[config.mk]
export PLATFORM = sky130hd
export DESIGN_NAME = phy_linkup_seq
export DESIGN_NICKNAME = d
export VERILOG_FILES = /design/src/rtl/phy_seq_pkg.sv /design/src/rtl/phy_ms_span.sv /design/src/rtl/phy_link_resolve.sv /design/src/rtl/phy_linkup_seq.sv
export SDC_FILE = /design/constraint.sdc
export NUM_CORES = 1
export LEC_CHECK = 0
export BUFFER_PORTS_ARGS = -buffer_cell sky130_fd_sc_hd__clkbuf_2
export CORE_MARGIN = 10
export CORE_UTILIZATION = 31
export DETAILED_ROUTE_END_ITERATION = 16
export HOLD_SLACK_MARGIN = 0.1
export PLACE_DENSITY = 0.5
export SETUP_SLACK_MARGIN = 0.15
export SYNTH_ARGS = -nofsm -noshare
export SYNTH_HDL_FRONTEND = slang
export SYNTH_HIERARCHICAL = 1
export SYNTH_SLANG_ARGS = --single-unit
[constraint.sdc]
create_clock -name clk -period 6 [get_ports clk]
set_input_delay 0.3 -clock clk [delete_from_list [all_inputs] [get_ports clk]]
set_output_delay 0.3 -clock clk [all_outputs]
set_load 0.02 [all_outputs]
[src/rtl/phy_seq_pkg.sv]
package phy_seq_pkg;

  localparam logic [4:0] REG_CTRL = 5'd0;
  localparam logic [4:0] REG_STAT = 5'd1;
  localparam logic [4:0] REG_ADV  = 5'd4;
  localparam logic [4:0] REG_LPA  = 5'd5;

  localparam int B_RESET  = 15;
  localparam int B_SPD100 = 13;
  localparam int B_ANEN   = 12;
  localparam int B_ANRST  = 9;
  localparam int B_FULL   = 8;
  localparam int B_ANDONE = 5;

  localparam logic [15:0] ADV_10_100_ALL = 16'h01E1;

  typedef enum logic [3:0] {
    S_IDLE, S_RST_WR, S_RST_RD, S_RST_WAIT, S_POST,
    S_ADV_WR, S_CTL_WR, S_STS_RD, S_STS_WAIT,
    S_ADV_RD, S_LPA_RD, S_FRC_RD, S_FINISH
  } seq_state_e;

  typedef struct packed {
    logic        req;
    logic        write;
    logic [4:0]  regad;
    logic [15:0] wdata;
  } mgmt_cmd_t;

  localparam mgmt_cmd_t CMD_NONE = '0;

  function automatic mgmt_cmd_t mk_wr(input logic [4:0] r, input logic [15:0] d);
    mgmt_cmd_t c;
    c.req = 1'b1; c.write = 1'b1; c.regad = r; c.wdata = d;
    return c;
  endfunction

  function automatic mgmt_cmd_t mk_rd(input logic [4:0] r);
    mgmt_cmd_t c;
    c.req = 1'b1; c.write = 1'b0; c.regad = r; c.wdata = '0;
    return c;
  endfunction

  function automatic int max_of4(input int a, input int b, input int c, input int d);
    int m;
    m = a;
    if (b > m) m = b;
    if (c > m) m = c;
    if (d > m) m = d;
    return m;
  endfunction

endpackage

[src/rtl/phy_ms_span.sv]
module phy_ms_span #(
  parameter int CNT_W = 12,
  parameter bit WRAP  = 1'b0
) (
  input  logic             clk,
  input  logic             rst,
  input  logic             clr,
  input  logic             en,
  input  logic             tick,
  input  logic [CNT_W-1:0] limit,
  output logic             hit,
  output logic             wrap_now
);

  logic [CNT_W-1:0] count;

  generate
    if (WRAP) begin : g_wrap
      // periodic divider: wraps at limit-1 and flags the wrapping tick
      assign wrap_now = en && tick && (count == limit - 1'b1);
      assign hit      = 1'b0;

      always_ff @(posedge clk) begin
        if (rst || clr)      count <= '0;
        else if (wrap_now)   count <= '0;
        else if (en && tick) count <= count + 1'b1;
      end

      AST_SPAN_WRAP_BOUND: assert property (@(posedge clk) disable iff (rst)
        en |-> (count < limit));
    end else begin : g_sat
      // elapsed-tick counter, saturating, compared to a selectable limit
      assign hit      = (count >= limit);
      assign wrap_now = 1'b0;

      always_ff @(posedge clk) begin
        if (rst || clr)                         count <= '0;
        else if (en && tick && (count != '1))   count <= count + 1'b1;
      end
    end
  endgenerate

endmodule

[src/rtl/phy_link_resolve.sv]
module phy_link_resolve
  import phy_seq_pkg::*;
(
  input  logic        an_mode,
  input  logic [15:0] ctrl_word,
  input  logic [15:0] adv_word,
  input  logic [15:0] lpa_word,
  output logic        speed100,
  output logic        full_duplex
);

  logic [15:0] common;
  logic        unused_bits;

  assign common = adv_word & lpa_word;
  assign unused_bits = ^{common[15:9], common[5:0],
                         ctrl_word[15:14], ctrl_word[12:9], ctrl_word[7:0]};

  always_comb begin
    if (an_mode) begin
      // priority: 100 full, 100 half, 10 full, else 10 half
      speed100    = common[8] | common[7];
      full_duplex = common[8] | (!common[7] & common[6]);
    end else begin
      speed100    = ctrl_word[B_SPD100];
      full_duplex = ctrl_word[B_FULL];
    end
  end

endmodule

[src/rtl/phy_linkup_seq.sv]
module phy_linkup_seq
  import phy_seq_pkg::*;
#(
  parameter int RST_TIMEOUT_MS    = 500,
  parameter int ANEG_TIMEOUT_MS   = 4000,
  parameter int POST_RST_DELAY_MS = 0,
  parameter int PROGRESS_MS       = 1000
) (
  input  logic        clk,
  input  logic        rst,
  input  logic        tick_ms,
  input  logic        start,
  input  logic        cfg_autoneg,
  input  logic        cfg_speed100,
  input  logic        cfg_full_duplex,
  input  logic [4:0]  phy_addr,
  output logic        mg_req,
  output logic        mg_write,
  output logic [4:0]  mg_phy,
  output logic [4:0]  mg_reg,
  output logic [15:0] mg_wdata,
  input  logic        mg_done,
  input  logic [15:0] mg_rdata,
  output logic        busy,
  output logic        configured,
  output logic        err_reset,
  output logic        err_aneg,
  output logic        link_speed100,
  output logic        link_full,
  output logic        progress
);

  localparam int MAX_LIM = max_of4(RST_TIMEOUT_MS, ANEG_TIMEOUT_MS,
                                   POST_RST_DELAY_MS, PROGRESS_MS);
  localparam int CNT_W   = $clog2(MAX_LIM + 1) + 1;
  localparam logic [CNT_W-1:0] RST_L  = CNT_W'(RST_TIMEOUT_MS);
  localparam logic [CNT_W-1:0] AN_L   = CNT_W'(ANEG_TIMEOUT_MS);
  localparam logic [CNT_W-1:0] DLY_L  = CNT_W'(POST_RST_DELAY_MS);
  localparam logic [CNT_W-1:0] PROG_L = CNT_W'(PROGRESS_MS);

  localparam logic [15:0] W_RESET = 16'(1) << B_RESET;
  localparam logic [15:0] W_ANRUN = (16'(1) << B_ANEN) | (16'(1) << B_ANRST);

  seq_state_e       state;
  mgmt_cmd_t        cmd_q;
  logic             mode_an, frc_spd, frc_fd;
  logic [15:0]      ctrl_q, adv_q, lpa_q;
  logic [15:0]      frc_word;
  logic             tmr_clr, tmr_hit, prog_en, prog_wrap;
  logic [CNT_W-1:0] tmr_limit;
  logic             res_spd, res_fd;
  logic             unused_tmr_wrap, unused_prog_hit;

  assign mg_req   = cmd_q.req;
  assign mg_write = cmd_q.write;
  assign mg_reg   = cmd_q.regad;
  assign mg_wdata = cmd_q.wdata;

  always_comb begin
    frc_word           = '0;
    frc_word[B_SPD100] = frc_spd;
    frc_word[B_FULL]   = frc_fd;
  end

  // timer control: cleared outside timed phases and on reset-clear
  always_comb begin
    tmr_clr = !(state inside {S_RST_RD, S_RST_WAIT, S_POST, S_STS_RD, S_STS_WAIT})
              || (state == S_RST_RD && mg_done && !mg_rdata[B_RESET]);
    case (state)
      S_POST:               tmr_limit = DLY_L;
      S_STS_RD, S_STS_WAIT: tmr_limit = AN_L;
      default:              tmr_limit = RST_L;
    endcase
    prog_en = state inside {S_STS_RD, S_STS_WAIT};
  end

  phy_ms_span #(.CNT_W(CNT_W), .WRAP(1'b0)) u_phase_tmr (
    .clk(clk), .rst(rst), .clr(tmr_clr), .en(1'b1), .tick(tick_ms),
    .limit(tmr_limit), .hit(tmr_hit), .wrap_now(unused_tmr_wrap)
  );

  phy_ms_span #(.CNT_W(CNT_W), .WRAP(1'b1)) u_prog_div (
    .clk(clk), .rst(rst), .clr(!prog_en), .en(prog_en), .tick(tick_ms),
    .limit(PROG_L), .hit(unused_prog_hit), .wrap_now(prog_wrap)
  );

  phy_link_resolve u_resolve (
    .an_mode(mode_an), .ctrl_word(ctrl_q), .adv_word(adv_q), .lpa_word(lpa_q),
    .speed100(res_spd), .full_duplex(res_fd)
  );

  always_ff @(posedge clk) begin
    if (rst) begin
      state         <= S_IDLE;
      cmd_q         <= CMD_NONE;
      mg_phy        <= '0;
      busy          <= 1'b0;
      configured    <= 1'b0;
      err_reset     <= 1'b0;
      err_aneg      <= 1'b0;
      link_speed100 <= 1'b0;
      link_full     <= 1'b0;
      progress      <= 1'b0;
      mode_an       <= 1'b0;
      frc_spd       <= 1'b0;
      frc_fd        <= 1'b0;
      ctrl_q        <= '0;
      adv_q         <= '0;
      lpa_q         <= '0;
    end else begin
      progress <= prog_wrap && (state == S_STS_WAIT);
      case (state)
        S_IDLE: if (start) begin
          busy          <= 1'b1;
          configured    <= 1'b0;
          err_reset     <= 1'b0;
          err_aneg      <= 1'b0;
          link_speed100 <= 1'b0;
          link_full     <= 1'b0;
          mode_an       <= cfg_autoneg;
          frc_spd       <= cfg_speed100;
          frc_fd        <= cfg_full_duplex;
          mg_phy        <= phy_addr;
          cmd_q         <= mk_wr(REG_CTRL, W_RESET);
          state         <= S_RST_WR;
        end
        S_RST_WR: if (mg_done) begin
          cmd_q <= mk_rd(REG_CTRL);
          state <= S_RST_RD;
        end
        S_RST_RD: if (mg_done) begin
          cmd_q <= CMD_NONE;
          if (!mg_rdata[B_RESET]) state <= S_POST;
          else if (tmr_hit) begin
            err_reset <= 1'b1;
            busy      <= 1'b0;
            state     <= S_IDLE;
          end else state <= S_RST_WAIT;
        end
        S_RST_WAIT: if (tick_ms) begin
          cmd_q <= mk_rd(REG_CTRL);
          state <= S_RST_RD;
        end
        S_POST: if (tmr_hit) begin
          if (mode_an) begin
            cmd_q <= mk_wr(REG_ADV, ADV_10_100_ALL);
            state <= S_ADV_WR;
          end else begin
            cmd_q <= mk_wr(REG_CTRL, frc_word);
            state <= S_CTL_WR;
          end
        end
        S_ADV_WR: if (mg_done) begin
          cmd_q <= mk_wr(REG_CTRL, W_ANRUN);
          state <= S_CTL_WR;
        end
        S_CTL_WR: if (mg_done) begin
          if (mode_an) begin
            cmd_q <= mk_rd(REG_STAT);
            state <= S_STS_RD;
          end else begin
            configured <= 1'b1;
            cmd_q      <= mk_rd(REG_CTRL);
            state      <= S_FRC_RD;
          end
        end
        S_STS_RD: if (mg_done) begin
          if (mg_rdata[B_ANDONE]) begin
            configured <= 1'b1;
            cmd_q      <= mk_rd(REG_ADV);
            state      <= S_ADV_RD;
          end else if (tmr_hit) begin
            cmd_q    <= CMD_NONE;
            err_aneg <= 1'b1;
            busy     <= 1'b0;
            state    <= S_IDLE;
          end else begin
            cmd_q <= CMD_NONE;
            state <= S_STS_WAIT;
          end
        end
        S_STS_WAIT: if (tick_ms) begin
          cmd_q <= mk_rd(REG_STAT);
          state <= S_STS_RD;
        end
        S_ADV_RD: if (mg_done) begin
          adv_q <= mg_rdata;
          cmd_q <= mk_rd(REG_LPA);
          state <= S_LPA_RD;
        end
        S_LPA_RD: if (mg_done) begin
          lpa_q <= mg_rdata;
          cmd_q <= CMD_NONE;
          state <= S_FINISH;
        end
        S_FRC_RD: if (mg_done) begin
          ctrl_q <= mg_rdata;
          cmd_q  <= CMD_NONE;
          state  <= S_FINISH;
        end
        S_FINISH: begin
          link_speed100 <= res_spd;
          link_full     <= res_fd;
          busy          <= 1'b0;
          state         <= S_IDLE;
        end
        default: state <= S_IDLE;
      endcase
    end
  end

  AST_RST_FIRST: assert property (@(posedge clk) disable iff (rst)
    $rose(busy) |-> (mg_req && mg_write && mg_reg == REG_CTRL && mg_wdata == W_RESET));
  AST_REQ_HOLD: assert property (@(posedge clk) disable iff (rst)
    (mg_req && !mg_done) |=> (mg_req && $stable(mg_write) && $stable(mg_reg) && $stable(mg_wdata)));
  AST_ADV_WORD: assert property (@(posedge clk) disable iff (rst)
    (mg_req && mg_write && mg_reg == REG_ADV) |-> (mg_wdata == ADV_10_100_ALL));
  AST_IDLE_QUIET: assert property (@(posedge clk) disable iff (rst)
    !busy |-> !mg_req);
  AST_CFG_ERR_EXCL: assert property (@(posedge clk) disable iff (rst)
    !(configured && (err_reset || err_aneg)));
  AST_END_FLAG: assert property (@(posedge clk) disable iff (rst)
    $fell(busy) |-> (configured || err_reset || err_aneg));
  AST_PROG_WAIT: assert property (@(posedge clk) disable iff (rst)
    progress |-> (busy && !configured && !err_aneg));

endmodule

==> results of run 1 <==
power by group:
group,leakage [µW],internal [µW],switching [µW]
registers,0.000503,459,40.9
logic,0.00130,219,424
clock network,0.000145,335,208
tightest hold or removal path: stages:
cell and delay, ns:
clkbuf_2 0.08, nand2_1 0.04, a21oi_1 0.05
worst paths after layout:
check	from	endpoint	slack, ns	depth (start not counted)
hold / removal	mg_rdata[13]	ctrl_q[13]$_SDFFE_PP0P_	0.18	3
setup reg to reg	state[3]$_SDFFE_PP0P_	mg_wdata[12]$_SDFFE_PP0P_	1.63	14
setup / recovery	state[3]$_SDFFE_PP0P_	mg_wdata[12]$_SDFFE_PP0P_	1.63	14
hold reg to reg	adv_q[6]$_SDFFE_PP0P_	adv_q[6]$_SDFFE_PP0P_	0.46	2
metal layers:
metal  share of wire  vias up  global-route usage
li1                -     2024                   -
met1            0.48     1816               0.151
met2            0.46       75               0.187
met3           0.049        9              0.0312
met4           0.012        0              0.0372
met5               0        -                   0
cell type report:
class / instances / area [µm²] / area share
well taps: 180 / 225 / 0.0447
repair buffers: 47 / 245 / 0.0487
inverters: 25 / 93.8 / 0.0186
clock inverters: 6 / 71.3 / 0.0142
flip-flops and latches: 62 / 1240 / 0.246
multi-input cells: 481 / 2920 / 0.580
clock buffers: 10 / 239 / 0.0474
through the flow:
stage	cell area (µm²)	util
2_1_floorplan	4580	-
3_3_place_gp	4730	0.343
3_5_place_dp	4730	0.343
4_1_cts	5040	0.366
5_1_grt	5040	0.366
6_report	5040	0.366
==> metrics.csv, run 1 <==
metric,value,unit
status,completed,
path_buf_inv,1,
ios,64,
clock_sink_count,62,
cts-htree-levels,3,
fillers,1502,
crit_chain,"nor2b_1, nand3_1, o21ai_0, a21oi_1, inv_1, ha_1, nand2_1, o21ai_0, a2111oi_0, nor3_1, o32ai_2, a211oi_2, nand2_1, o41ai_1",
layout_common_cells,"conb_1 (72), nand2_1 (67), dfxtp_1 (62)",
relSlewSlack,0.331,
period_share,0.729,
ys.warnings.count,6,
max_freq,0.229,GHz
setup_slack,1.63,ns
grt_pass1_vias,3816,
worst_pin_slew,1.00,ns
dieArea,19000,µm²
postCtsHoldBufs,0,
min_path_type,in2reg,
largest_registers,"u_phase_tmr/count x13, u_prog_div/count x13",
critPathArrivalTime,4.60,ns
grt_start_max_net_pins,46,
clk_latency,0.34,ns
grt_setup_unrepaired,no,
postCtsSetupRepairBufs,0,
grt_pass1_wl,19.1,mm
wirelength,11.4,mm
hold_slack,0.182,ns
drtIter0Drc,230,
powerDensity,335,nW/µm²
initial_utilization,0.313,
drc_errors,0,
antenna_found_initial,0,
worstSetupPathType,reg2reg,
die_h,138,µm
required,6.23,ns
ant_nets,0,
place_congestion,0.808,
cp_max_fo,23,
cp-start-kind,register,
fin_skew,0.00740,ns
fp.dieW,138,µm
power_leakage,0.00195,µW
min_period,4.37,ns
final_common_cell,conb_1,
hold_violations,0,
peakVddDrop,0.169,mV
netlist_area,4320,µm²
cts_tree,done,
fin_setup_tns,0,ns
cts_resized,0,
timing.critical_path.max_delay_family,compound AO/OA/AOI/OAI gates,
clkTransAtPathRegs,0.06,ns
placed_cells,795,
grt_usage,0.118,
cts_inserted_buffers,9,
drive_gt1_frac,0.170,
portBuffers,43,
cap_viol_max_count,0,
dp_hpwl,8.59,mm
cp_slowest_stage_delay,0.77,ns
syn2layout_area_growth,16.7,%
endpoint_kind,register,
via_per_inst,4.84,
core,13800,µm²
place_ws,1.73,ns
num-nets-final,671,
setup_viol,0,
syn_area_per_cell,7.81,µm²
p_total,1690,µW
syn_inst,553,
rows,43,
root_buffer,clkbuf_16,
critPathSlowestCell,dfxtp_1,
clk_path_buf_depth,2,
antenna_cells,0,
dr.pass1.iters,4,
overflow,0,
maxSlewViolCount,0,
routedWlPerCell,14.1,µm
stdcell_count,811,
vias,3924,
No activity file was read; power rests on OpenSTA's default activity.
==> inputs of run 2 (changes only) <==
- PLACE_DENSITY: 0.5 -> 0.51
- clock period: 6 -> 3.9 ns (I/O delays scaled with it)
==> run 2 against run 1 <==
  * First-iteration DRC count is 16% lower
  * Combinational power is 62% higher
  * Power is 58% higher
  * Die area stayed put
  * Via count is 3.1% higher
  * Hold slack worse by 0.066 ns
  * Register-to-register slack worse by 1.2 ns
  * Largest power group unchanged
==> metrics.csv, run 2 (synthesized netlist as in run 1, its figures left out) <==
metric,value,unit
status,completed,
antenna_found_initial,0,
setup_slack,0.451,ns
timing.critical_path.max_delay_family,compound AO/OA/AOI/OAI gates,
cp_slowest_stage_delay,0.40,ns
grt_start_max_net_pins,46,
r2r_setup_slack,0.45,ns
hold_violations,0,
worstSetupPathType,reg2reg,
worst_pin_slew,1.16,ns
final_common_cell,conb_1,
syn2layout_area_growth,20.5,%
dp_hpwl,8.45,mm
setup_viol,0,
ff2ff_path_depth,13,
grt_pass1_wl,19.5,mm
cts_tree,done,
layout_common_cells,"conb_1 (72), nand2_1 (67), dfxtp_1 (62)",
crit_chain,"or2_1, buf_4, o21ai_0, inv_1, ha_1, nand3_1, nand3b_1, a2111oi_1, nor3_2, o32ai_2, a211oi_2, and4_1, a2111oi_2",
maxSlewViolCount,0,
min_path_type,in2reg,
fp.dieW,138,µm
power_leakage,0.00202,µW
period_share,0.884,
cp-start-kind,register,
final_util,0.378,
stdcell_count,825,
clk_path_buf_depth,2,
drive_gt1_frac,0.175,
routedWlPerCell,13.9,µm
drc_errors,0,
portBuffers,43,
min_period,3.45,ns
placed_cells,799,
antenna_cells,0,
cap_viol_max_count,0,
root_buffer,clkbuf_16,
die_h,138,µm
fin_setup_tns,0,ns
critPathArrivalTime,3.67,ns
place_ws,0.346,ns
place_congestion,0.862,
required,4.12,ns
cp_max_fo,6,
hold_path_depth,3,
critPathSlowestCell,o21ai_0,
grt_setup_unrepaired,no,
relSlewSlack,0.221,
cts-htree-levels,3,
overflow,0,
grt_usage,0.119,
initial_utilization,0.313,
core,13800,µm²
clkTransAtPathRegs,0.06,ns
crit_cells,13,
dieArea,19000,µm²
peakVddDrop,0.303,mV
drtIter0Drc,194,
powerDensity,513,nW/µm²
largest_registers,"u_phase_tmr/count x13, u_prog_div/count x13",
grt_pass1_vias,3949,
ant_nets,0,
via_per_inst,4.90,
dr.pass1.iters,4,
vias,4044,
wirelength,11.5,mm
fin_skew,0.00556,ns
ios,64,
cts_inserted_buffers,9,
rows,43,
path_buf_inv,2,
clk_latency,0.33,ns
postCtsSetupRepairBufs,0,
endpoint_kind,register,
max_freq,0.290,GHz
clock_sink_count,62,
num-nets-final,686,
[run 2: per-stage QoR]
| step | total power [µW] | hold slack (ns) | instance area, µm² |
|---|---|---|---|
| after CTS | 2680 | 0.104 | 5190 |
| after global routing | 2860 | 0.117 | 5200 |
| after detailed placement | 1790 | 0.423 | 4760 |
| after global placement | 1780 | 0.418 | 4760 |
| final | 2670 | 0.116 | 5200 |
| after floorplan | 1560 | 0.327 | 4580 |
[run 2: cell type report]
| class | count | area, µm² |
|---|---|---|
| Timing Repair Buffer | 62 | 385 |
| Clock buffer | 10 | 239 |
| Clock inverter | 5 | 83.8 |
| Tap cell | 180 | 225 |
| Sequential cell | 62 | 1240 |
| Inverter | 25 | 93.8 |
| Multi-Input combinational cell | 481 | 2930 |
| Fill cell | 1484 | 8570 |
[run 2: routing by layer]
layer / vias to the layer above / track usage / part of all wire
met1: 1874 / 0.154 / 0.46
met2: 101 / 0.186 / 0.46
met4: 0 / 0.0316 / 0.010
met5: - / 0 / 0
li1: 2062 / - / -
met3: 7 / 0.0394 / 0.067
[run 2: path summary, 6_finish.rpt]
kind                    startpoint                endpoint
max          state[0]$_SDFFE_PP0P_   state[2]$_SDFFE_PP0P_
min reg2reg    frc_fd$_SDFFE_PP0P_     frc_fd$_SDFFE_PP0P_
max reg2reg  state[0]$_SDFFE_PP0P_   state[2]$_SDFFE_PP0P_
min                    mg_rdata[8]  ctrl_q[8]$_SDFFE_PP0P_
[run 2: what timing repair did]
item | in CTS | in global routing
hold buffers | 11 | 0
endpoints found under the hold margin | 13 | 0
endpoints found under the setup margin | 0 | 12
resized for setup | 0 | 4
[run 2: worst register-to-register path, delay by kind of cell, from the launching register on]
| kind | cells | cell delay, ns |
|---|---|---|
| adders and majority gates | 1 | 0.32 |
| buffers and inverters | 2 | 0.25 |
| AOI/OAI and AO/OA | 5 | 1.54 |
| DFF | 1 | 0.35 |
| and+or+nand+nor | 5 | 0.87 |
[run 2: power by group]
part           total, µW  switching (µW)  internal, µW
clock                867             293           574
sequential           763            55.8           707
combinational       1040             668           370
